**src/rtl/irq_sel_pkg.sv**
```systemverilog
package irq_sel_pkg;

    localparam int unsigned ID_W   = 10;
    localparam int unsigned PRI_W  = 8;
    localparam logic [ID_W-1:0] NO_IRQ = 10'd1023;

    // one contender in the search tree; pri is one bit wider so that an
    // empty slot (0x100) loses against every real priority
    typedef struct packed {
        logic [PRI_W:0]  pri;
        logic [ID_W-1:0] id;
    } cand_t;

endpackage

```
**src/rtl/irq_line_bank.sv**
```systemverilog
module irq_line_bank
    import irq_sel_pkg::*;
#(
    parameter int unsigned N_IRQ    = 96,
    parameter int unsigned EXT_BASE = 32,
    parameter int unsigned N_BOOT   = 15,
    localparam int unsigned N_EXT   = N_IRQ - EXT_BASE
)(
    input  logic              clk,
    input  logic              rst_n,
    input  logic [N_EXT-1:0]  ext_in,
    input  logic [N_IRQ-1:0]  en_set,
    input  logic [N_IRQ-1:0]  en_clr,
    input  logic [N_IRQ-1:0]  pd_set,
    input  logic [N_IRQ-1:0]  pd_clr,
    input  logic              cfg_wr,
    input  logic [ID_W-1:0]   cfg_id,
    input  logic              cfg_edge,
    output logic [N_IRQ-1:0]  en_q,
    output logic [N_IRQ-1:0]  pd_q,
    output logic [N_IRQ-1:0]  lvl_q,
    output logic [N_IRQ-1:0]  edge_q
);

    for (genvar g = 0; g < N_IRQ; g++) begin : g_line
        logic wire_lvl;
        logic rise;
        logic set_pd;

        if (g >= EXT_BASE) begin : g_ext
            assign wire_lvl = ext_in[g-EXT_BASE];
        end else begin : g_int
            assign wire_lvl = 1'b0;
        end

        assign rise   = wire_lvl & ~lvl_q[g];
        assign set_pd = pd_set[g]
                      | (rise & (edge_q[g] | en_q[g]))
                      | (en_set[g] & lvl_q[g] & ~edge_q[g]);

        always_ff @(posedge clk) begin
            if (!rst_n) begin
                en_q[g]   <= (g < N_BOOT);
                edge_q[g] <= (g < N_BOOT);
                pd_q[g]   <= 1'b0;
                lvl_q[g]  <= 1'b0;
            end else begin
                lvl_q[g] <= wire_lvl;
                if (set_pd)          pd_q[g] <= 1'b1;
                else if (pd_clr[g])  pd_q[g] <= 1'b0;
                if (en_set[g])       en_q[g] <= 1'b1;
                else if (en_clr[g])  en_q[g] <= 1'b0;
                if (cfg_wr && cfg_id == ID_W'(g))
                    edge_q[g] <= cfg_edge;
            end
        end
    end

endmodule

```
**src/rtl/irq_pri_store.sv**
```systemverilog
module irq_pri_store
    import irq_sel_pkg::*;
#(
    parameter int unsigned N_IRQ = 96
)(
    input  logic                        clk,
    input  logic                        rst_n,
    input  logic                        pri_wr,
    input  logic [ID_W-1:0]             pri_id,
    input  logic [PRI_W-1:0]            pri_val,
    output logic [N_IRQ-1:0][PRI_W-1:0] pri_q
);

    for (genvar g = 0; g < N_IRQ; g++) begin : g_pri
        always_ff @(posedge clk) begin
            if (!rst_n)
                pri_q[g] <= '0;
            else if (pri_wr && pri_id == ID_W'(g))
                pri_q[g] <= pri_val;
        end
    end

endmodule

```
**src/rtl/irq_pick_tree.sv**
```systemverilog
module irq_pick_tree
    import irq_sel_pkg::*;
#(
    parameter int unsigned N_IRQ  = 96,
    localparam int unsigned LVLS  = $clog2(N_IRQ),
    localparam int unsigned LEAF  = 1 << LVLS
)(
    input  logic [N_IRQ-1:0]            live,
    input  logic [N_IRQ-1:0][PRI_W-1:0] pri,
    output logic [PRI_W:0]              best_pri,
    output logic [ID_W-1:0]             best_id
);

    cand_t node [1:2*LEAF-1];

    always_comb begin
        for (int i = 0; i < LEAF; i++) begin
            if (i < N_IRQ && live[i])
                node[LEAF+i] = '{pri: {1'b0, pri[i]}, id: ID_W'(i)};
            else
                node[LEAF+i] = '{pri: {1'b1, {PRI_W{1'b0}}}, id: NO_IRQ};
        end
        // left child holds the lower IDs, so it wins a tie
        for (int n = LEAF - 1; n >= 1; n--) begin
            if (node[2*n].pri <= node[2*n+1].pri)
                node[n] = node[2*n];
            else
                node[n] = node[2*n+1];
        end
    end

    assign best_pri = node[1].pri;
    assign best_id  = node[1].id;

endmodule

```
**src/rtl/irq_prio_select.sv**
```systemverilog
module irq_prio_select
    import irq_sel_pkg::*;
#(
    parameter int unsigned N_IRQ    = 96,
    parameter int unsigned EXT_BASE = 32,
    parameter int unsigned N_BOOT   = 15,
    parameter logic [7:0]  MASK_RST = 8'hF0,
    localparam int unsigned N_EXT   = N_IRQ - EXT_BASE
)(
    input  logic              clk,
    input  logic              rst_n,
    input  logic [N_EXT-1:0]  ext_irq,
    input  logic              glb_en_wr,
    input  logic              glb_en_val,
    input  logic              cpu_en_wr,
    input  logic              cpu_en_val,
    input  logic              mask_wr,
    input  logic [7:0]        mask_val,
    input  logic [N_IRQ-1:0]  en_set,
    input  logic [N_IRQ-1:0]  en_clr,
    input  logic [N_IRQ-1:0]  pend_set,
    input  logic [N_IRQ-1:0]  pend_clr,
    input  logic              cfg_wr,
    input  logic [9:0]        cfg_id,
    input  logic              cfg_edge,
    input  logic              pri_wr,
    input  logic [9:0]        pri_id,
    input  logic [7:0]        pri_val,
    input  logic [8:0]        run_pri,
    output logic              irq_req,
    output logic [9:0]        hp_id
);

    logic [N_IRQ-1:0]            en_q, pd_q, lvl_q, edge_q;
    logic [N_IRQ-1:0][PRI_W-1:0] pri_q;
    logic                        glb_en_q, cpu_en_q;
    logic [PRI_W-1:0]            mask_q;
    logic [PRI_W:0]              best_pri;
    logic [ID_W-1:0]             best_id;
    logic                        req_d;
    logic [ID_W-1:0]             id_d;

    irq_line_bank #(.N_IRQ(N_IRQ), .EXT_BASE(EXT_BASE), .N_BOOT(N_BOOT)) u_bank (
        .clk(clk), .rst_n(rst_n), .ext_in(ext_irq),
        .en_set(en_set), .en_clr(en_clr), .pd_set(pend_set), .pd_clr(pend_clr),
        .cfg_wr(cfg_wr), .cfg_id(cfg_id), .cfg_edge(cfg_edge),
        .en_q(en_q), .pd_q(pd_q), .lvl_q(lvl_q), .edge_q(edge_q)
    );

    irq_pri_store #(.N_IRQ(N_IRQ)) u_pri (
        .clk(clk), .rst_n(rst_n), .pri_wr(pri_wr), .pri_id(pri_id),
        .pri_val(pri_val), .pri_q(pri_q)
    );

    irq_pick_tree #(.N_IRQ(N_IRQ)) u_tree (
        .live(en_q & pd_q), .pri(pri_q),
        .best_pri(best_pri), .best_id(best_id)
    );

    always_ff @(posedge clk) begin
        if (!rst_n) begin
            glb_en_q <= 1'b0;
            cpu_en_q <= 1'b0;
            mask_q   <= MASK_RST;
        end else begin
            if (glb_en_wr) glb_en_q <= glb_en_val;
            if (cpu_en_wr) cpu_en_q <= cpu_en_val;
            if (mask_wr)   mask_q   <= mask_val;
        end
    end

    always_comb begin
        req_d = 1'b0;
        id_d  = NO_IRQ;
        if (glb_en_q && cpu_en_q && best_pri <= {1'b0, mask_q}) begin
            id_d  = best_id;
            req_d = (best_pri < run_pri);
        end
    end

    always_ff @(posedge clk) begin
        if (!rst_n) begin
            irq_req <= 1'b0;
            hp_id   <= NO_IRQ;
        end else begin
            irq_req <= req_d;
            hp_id   <= id_d;
        end
    end

endmodule


```
**config.mk**
```make
export PLATFORM = sky130hd
export DESIGN_NAME = irq_prio_select
export DESIGN_NICKNAME = d
export VERILOG_FILES = /design/src/rtl/irq_sel_pkg.sv /design/src/rtl/irq_line_bank.sv /design/src/rtl/irq_pri_store.sv /design/src/rtl/irq_pick_tree.sv /design/src/rtl/irq_prio_select.sv
export SDC_FILE = /design/constraint.sdc
export NUM_CORES = 2
export LEC_CHECK = 0
export ABC_AREA = 0
export BUFFER_PORTS_ARGS = -buffer_cell sky130_fd_sc_hd__buf_2
export CAP_MARGIN = 20
export CORE_MARGIN = 2
export CORE_UTILIZATION = 30
export DETAILED_ROUTE_END_ITERATION = 10
export PLACE_DENSITY = 0.5
export SLEW_MARGIN = 20
export SYNTH_ARGS = -nofsm -noshare
export SYNTH_HDL_FRONTEND = slang
export SYNTH_HIERARCHICAL = 1
export SYNTH_SLANG_ARGS = --single-unit
```
**constraint.sdc**
```tcl
create_clock -name clk -period 20.9 [get_ports clk]
set_input_delay 4.18 -clock clk [delete_from_list [all_inputs] [get_ports clk]]
set_output_delay 4.18 -clock clk [all_outputs]
set_load 0.005 [all_outputs]
```
Word level (Yosys, flattened, before mapping)
Cells that the tools add are included.
{"block": "word_totals", "reg_bits": 1109, "inputBits": 503, "output_inout_bits": 11}
{"block": "classes", "order_cmp": 98, "eq_ne": 159, "muxes": 546, "bitwise_logic": 578, "n_reduce_logical": 356}
{"cell": "2-to-1 mux 19 bit", "count": 192}
{"cell": "less-or-equal comparator 9 bit", "count": 95}
{"cell": "== test 10 x 6 -> 1 bit (second input constant)", "count": 64}
{"cell": "== test 10 x 7 -> 1 bit (second input constant)", "count": 64}
{"cell": "2-to-1 mux 1 bit", "count": 354}
{"cell": "nonzero test 2 bit", "count": 177}
{"cell": "bitwise AND 1 bit", "count": 256}
{"cell": "OR 1 bit", "count": 192}
{"cell": "logical AND 1 bit", "count": 162}
{"cell": "== test 10 x 5 -> 1 bit (second input constant)", "count": 16}
{"cell": "NOT 1 bit", "count": 129}
{"cell": "bitwise AND 96 bit", "count": 1}
{"cell": "== test 10 x 4 -> 1 bit (second input constant)", "count": 8}
{"cell": "== test 10 x 3 -> 1 bit (second input constant)", "count": 4}
{"cell": "OR reduction 2 bit", "count": 15}
{"cell": "== test 10 x 2 -> 1 bit (second input constant)", "count": 2}
{"cell": "== test 10 x 1 -> 1 bit (second input constant)", "count": 1}
{"cell": "logical NOT 10 bit", "count": 1}
{"cell": "less-or-equal comparator 9 x 8 -> 1 bit", "count": 1}
{"cell": "less-or-equal comparator 9 bit (second input constant)", "count": 1}
{"cell": "< comparator 9 bit", "count": 1}
{"cell": "AND reduction 2 bit", "count": 1}

Logic depth before layout (Yosys ltp)
{"block": "depth", "word_depth": 19, "ltp_mapped": 102}

Cells and area by module
The synthesis kept the hierarchy.
{"module": "irq_pick_tree", "instances": 1, "cells_each": 5506, "area_per_inst_um2": 35858.1}
{"module": "irq_pri_store", "instances": 1, "cells_each": 2674, "area_per_inst_um2": 28237.1}
{"module": "irq_line_bank", "instances": 1, "cells_each": 1609, "area_per_inst_um2": 14311.2}
{"module": "irq_prio_select", "instances": 1, "cells_each": 221, "area_per_inst_um2": 1687.9}

Worst setup path after synthesis
No wires, ideal clock.
{"block": "synth_timing", "kind": "register -> register", "start": "register u_bank.en_q[6]", "end": "register hp_id[0]", "setup_time_ns": 0.114, "t_arrival_ns": 15.462, "required_time_ns": 20.786, "setup_slack_ns": 5.325, "path_stages_with_launch": 85, "n_path_buf": 8, "period_less_slack_ns": 15.575, "cell_sequence": "dfxtp_1 and2_1 clkbuf_1 inv_1 ha_1 a211oi_1 o21ai_0 o311ai_1 nor2_1 mux2_2 ha_1 and4_1 and2_1 a32o_1 or2_2 nor2b_1 a31oi_1 clkbuf_1 (+49 left out) a21oi_1 nor2b_1 o21ai_0 nand2b_1 a21oi_1 nor2b_1 o21ai_0 a21oi_1 nor2_1 clkbuf_1 a22o_1 a21oi_2 ha_1 nand4_1 or3_1 o211ai_2 buf_6 nand2_1"}
{"block": "synth_via", "elab_chain_cells": 19}
{"item": "start, declared", "line_no": "irq_line_bank.sv:19", "rtl": "output logic [N_IRQ-1:0] en_q,"}
{"item": "start signal, assigned by index", "line_no": "irq_line_bank.sv:43", "rtl": "en_q[g] <= (g < N_BOOT);"}
{"item": "bitwise AND 96 bit *", "line_no": "irq_prio_select.sv:56", "rtl": ".live(en_q & pd_q), .pri(pri_q),"}
{"item": "2-to-1 mux 19 bit *", "line_no": "irq_pick_tree.sv:18", "rtl": "if (i < N_IRQ && live[i])"}
{"item": "less-or-equal comparator 9 bit", "line_no": "irq_pick_tree.sv:25", "rtl": "if (node[2*n].pri <= node[2*n+1].pri)"}
{"item": "2-to-1 mux 19 bit *", "line_no": "irq_pick_tree.sv:25"}
{"item": "less-or-equal comparator 9 bit", "line_no": "irq_pick_tree.sv:25"}
{"item": "2-to-1 mux 19 bit *", "line_no": "irq_pick_tree.sv:25"}
{"item": "less-or-equal comparator 9 bit", "line_no": "irq_pick_tree.sv:25"}
{"item": "2-to-1 mux 19 bit *", "line_no": "irq_pick_tree.sv:25"}
{"item": "(+4 left out)"}
{"item": "less-or-equal comparator 9 bit", "line_no": "irq_pick_tree.sv:25"}
{"item": "2-to-1 mux 19 bit *", "line_no": "irq_pick_tree.sv:25"}
{"item": "less-or-equal comparator 9 bit", "line_no": "irq_pick_tree.sv:25"}
{"item": "2-to-1 mux 19 bit *", "line_no": "irq_pick_tree.sv:25"}
{"item": "named net best_pri[4]", "line_no": "irq_prio_select.sv:38", "rtl": "logic [PRI_W:0] best_pri;"}
{"item": "less-or-equal comparator 9 x 8 -> 1 bit *", "line_no": "irq_prio_select.sv:75", "rtl": "if (glb_en_q && cpu_en_q && best_pri <= {1'b0, mask_q}) begin"}
{"item": "logical AND 1 bit *", "line_no": "irq_prio_select.sv:75"}
{"item": "AND reduction 2 bit (no line) *"}
{"item": "end signal, assigned", "line_no": "irq_prio_select.sv:87", "rtl": "hp_id <= id_d;"}
{"item": "end, declared", "line_no": "irq_prio_select.sv:31", "rtl": "output logic [9:0] hp_id"}
The timed path passes the listed nets; every way through them passes the cells marked *.
A chain may end at the register's enable or synchronous reset.

Worst setup path in the final report
{"block": "layout_timing", "start": "register u_bank.en_q[5]", "end": "register irq_req"}
{"block": "layout_via", "elab_chain_cells": 19}
{"item": "bitwise AND 96 bit *", "line_no": "irq_prio_select.sv:56"}
{"item": "2-to-1 mux 19 bit *", "line_no": "irq_pick_tree.sv:18"}
{"item": "less-or-equal comparator 9 bit", "line_no": "irq_pick_tree.sv:25"}
{"item": "2-to-1 mux 19 bit *", "line_no": "irq_pick_tree.sv:25"}
{"item": "less-or-equal comparator 9 bit", "line_no": "irq_pick_tree.sv:25"}
{"item": "2-to-1 mux 19 bit *", "line_no": "irq_pick_tree.sv:25"}
{"item": "less-or-equal comparator 9 bit", "line_no": "irq_pick_tree.sv:25"}
{"item": "2-to-1 mux 19 bit *", "line_no": "irq_pick_tree.sv:25"}
{"item": "(+4 left out)"}
{"item": "less-or-equal comparator 9 bit", "line_no": "irq_pick_tree.sv:25"}
{"item": "2-to-1 mux 19 bit *", "line_no": "irq_pick_tree.sv:25"}
{"item": "less-or-equal comparator 9 bit", "line_no": "irq_pick_tree.sv:25"}
{"item": "2-to-1 mux 19 bit *", "line_no": "irq_pick_tree.sv:25"}
{"item": "named net best_pri[7]", "line_no": "irq_prio_select.sv:38"}
{"item": "less-or-equal comparator 9 x 8 -> 1 bit", "line_no": "irq_prio_select.sv:75"}
{"item": "logical AND 1 bit", "line_no": "irq_prio_select.sv:75"}
{"item": "AND reduction 2 bit (no line)"}
{"item": "end signal, assigned", "line_no": "irq_prio_select.sv:86", "rtl": "irq_req <= req_d;"}
{"item": "end, declared", "line_no": "irq_prio_select.sv:30", "rtl": "output logic irq_req,"}
Marked as above.

==> impl_metrics.json <==
{
  "status": "finished, final reports clean",
  "placementRows": 187,
  "start_util_pct": 30.2,
  "finalSetupViolations": 0,
  "power_density_nw_per_um2": 116,
  "die_area_um2": 266000,
  "cts_tree": "built",
  "fin_setup_tns_ns": 0,
  "synth_cells": 9839,
  "routabilityCongestion": 0.893,
  "path_class": "register to register",
  "regArea_um2": 22200,
  "fin_crit_ns": 18.22,
  "avgSynthCellArea_um2": 7.97,
  "cts_resized": 0,
  "cts_max_level": 4,
  "finalCritPeriodShare_pct": 87.2,
  "hold_buffers": 0,
  "drv_slew": 0,
  "fin_skew_ns": 0.0706,
  "holdWs_ns": 0.451,
  "io-pin-count": 514,
  "vdd_drop_max_v": 0.000350,
  "multi_input_comb_area_um2": 51000,
  "clk_latency_ns": 0.82,
  "fmax_mhz": 54.9,
  "numClockSinks": 1109,
  "avgViaCountPerCell": 5.07,
  "worstPathRequired_ns": 21.67,
  "layout-drive-gt1-share_pct": 11.1,
  "finalPower_mw": 10.4,
  "fill_cells": 27100,
  "fin_nets": 11300,
  "synth_nets": 11100,
  "crit_end": "irq_req",
  "drc": 0,
  "p_leak_nw": 43.6,
  "relSlewSlack_pct": 25.1,
  "max_cap_violations": 0,
  "core_um2": 260000,
  "wl_um": 260000,
  "cts_buffers": 144,
  "synth_warnings": 6,
  "post_drt_wl_per_cell_um": 19.0,
  "min_path_type": "register to register",
  "grt_max_degree": 178,
  "final_hold_viol_count": 0,
  "place_ws_ns": 2.84,
  "grt_pass1_vias": 68300,
  "cp_max_fo": 19,
  "grt_pass1_wl_um": 398000,
  "start_kind": "register",
  "hpwl_um": 191000,
  "antenna_found_initial": 25,
  "cts_buffer_depth": 3,
  "path_clk_slew_ns": 0.06,
  "portBuffers": 513,
  "vias": 69300,
  "postCtsSetupRepairBufs": 0,
  "r2r_setup_slack_ns": 2.68,
  "die_w_um": 515,
  "drtIter0Drc": 4207,
  "path_common_cell": "a21oi_1",
  "reg2reg_to": "irq_req",
  "max_stage_delay_ns": 0.80,
  "syn_area_um2": 78500,
  "startpoint": "u_bank/en_q[5]",
  "reg2reg_from": "u_bank/en_q[5]",
  "syn2layout_area_growth_pct": 13.9,
  "die_y_um": 515,
  "dp.cells": 13400,
  "rsz0062_at_grt": "false",
  "dpl_cell_area_um2": 84100,
  "drtAntennaViolNets": 0,
  "design_area_um2": 89400,
  "worstHoldStart": "u_bank/en_q[14]",
  "arrival_ns": 18.99,
  "crit_path_end_kind": "register",
  "cts-root-buf": "clkbuf_16",
  "instances_no_fill": 13700,
  "grt_util_all_layers_pct": 19.0,
  "worst_slack_ns": 2.68,
  "fin_util_pct": 34.4,
  "worstMarginPinSlew_ns": 1.09,
  "gr-total-overflow": 0,
  "dr.pass1.iters": 6,
  "rr_worst_depth": 82,
  "crit_slowest_cell": "nor2b_1"
}
registers in the layout (all words and copies together) (netlist names):
| signal | count |
|---|---|
| cpu_en_q | 1 |
| glb_en_q | 1 |
| hp_id | 10 |
| irq_req | 1 |
| mask_q | 8 |
| u_bank/edge_q | 64 |
| u_bank/en_q | 96 |
| u_bank/lvl_q | 64 |
| u_bank/pd_q | 96 |
| u_pri/pri_q | 768 |
per-layer routing:
metal  global-route usage, %  share of wire, %  vias to the layer above  wire length [um]
li1                        -                 -                    34400                 -
met1                    24.8                46                    32900            121000
met2                    32.2                46                     1591            121000
met3                    2.52               4.2                      375             11000
met4                    5.94               3.0                       24              7830
met5                       0             0.059                        -               153
how the worst min path moves through the flow:
stage,slack [ns],cells past startpoint,to
after floorplan,0.43,1,u_bank/en_q[0]
after global placement,0.44,1,u_bank/en_q[13]
after detailed placement,0.44,1,u_bank/en_q[9]
after CTS,0.46,1,u_bank/en_q[14]
after global routing,0.47,1,u_bank/en_q[9]
final,0.45,1,u_bank/en_q[14]
critical path, delay by kind of cell, from the launching register on:
kind            cells  cell delay (ns)
fa+ha+maj           8             2.66
mux                 3             1.27
simple gates       26             4.60
flops               1             0.32
buf+inv            11             1.86
compound gates     34             7.42
cell type report:
cell class                      instances  share of cell area (%)
Clock buffer                          199                    4.60
Tap cell                             3496                    4.89
Timing Repair Buffer                  608                    3.71
Antenna cell                           14                  0.0392
Clock inverter                         65                    1.21
Multi-Input combinational cell       7315                    57.1
Sequential cell                      1109                    24.8
Inverter                              867                    3.65
power by group:
| group | leakage, nW | switching, mW | internal [mW] | total [mW] |
|---|---|---|---|---|
| clock | 2.50 | 1.08 | 1.59 | 2.66 |
| sequential | 9.01 | 0.0205 | 2.15 | 2.17 |
| combinational | 32.1 | 3.44 | 2.09 | 5.53 |
placed cells by master, fill, tap and decap left out, drive strengths merged, types with 53 or more instances in the layout:
master,n
nand2,1810
dfxtp,1109
nand4,182
buf,606
nand3,141
nand2b,105
nor3,53
mux2,102
o21ai,433
mux2i,1114
and2,322
nand3b,74
inv,868
nor2,449
o21a,111
nor2b,140
a31oi,130
clkbuf,201
o211ai,102
ha,788
a21oi,540
a21o,107
No activity file was read; power rests on OpenSTA's default activity.
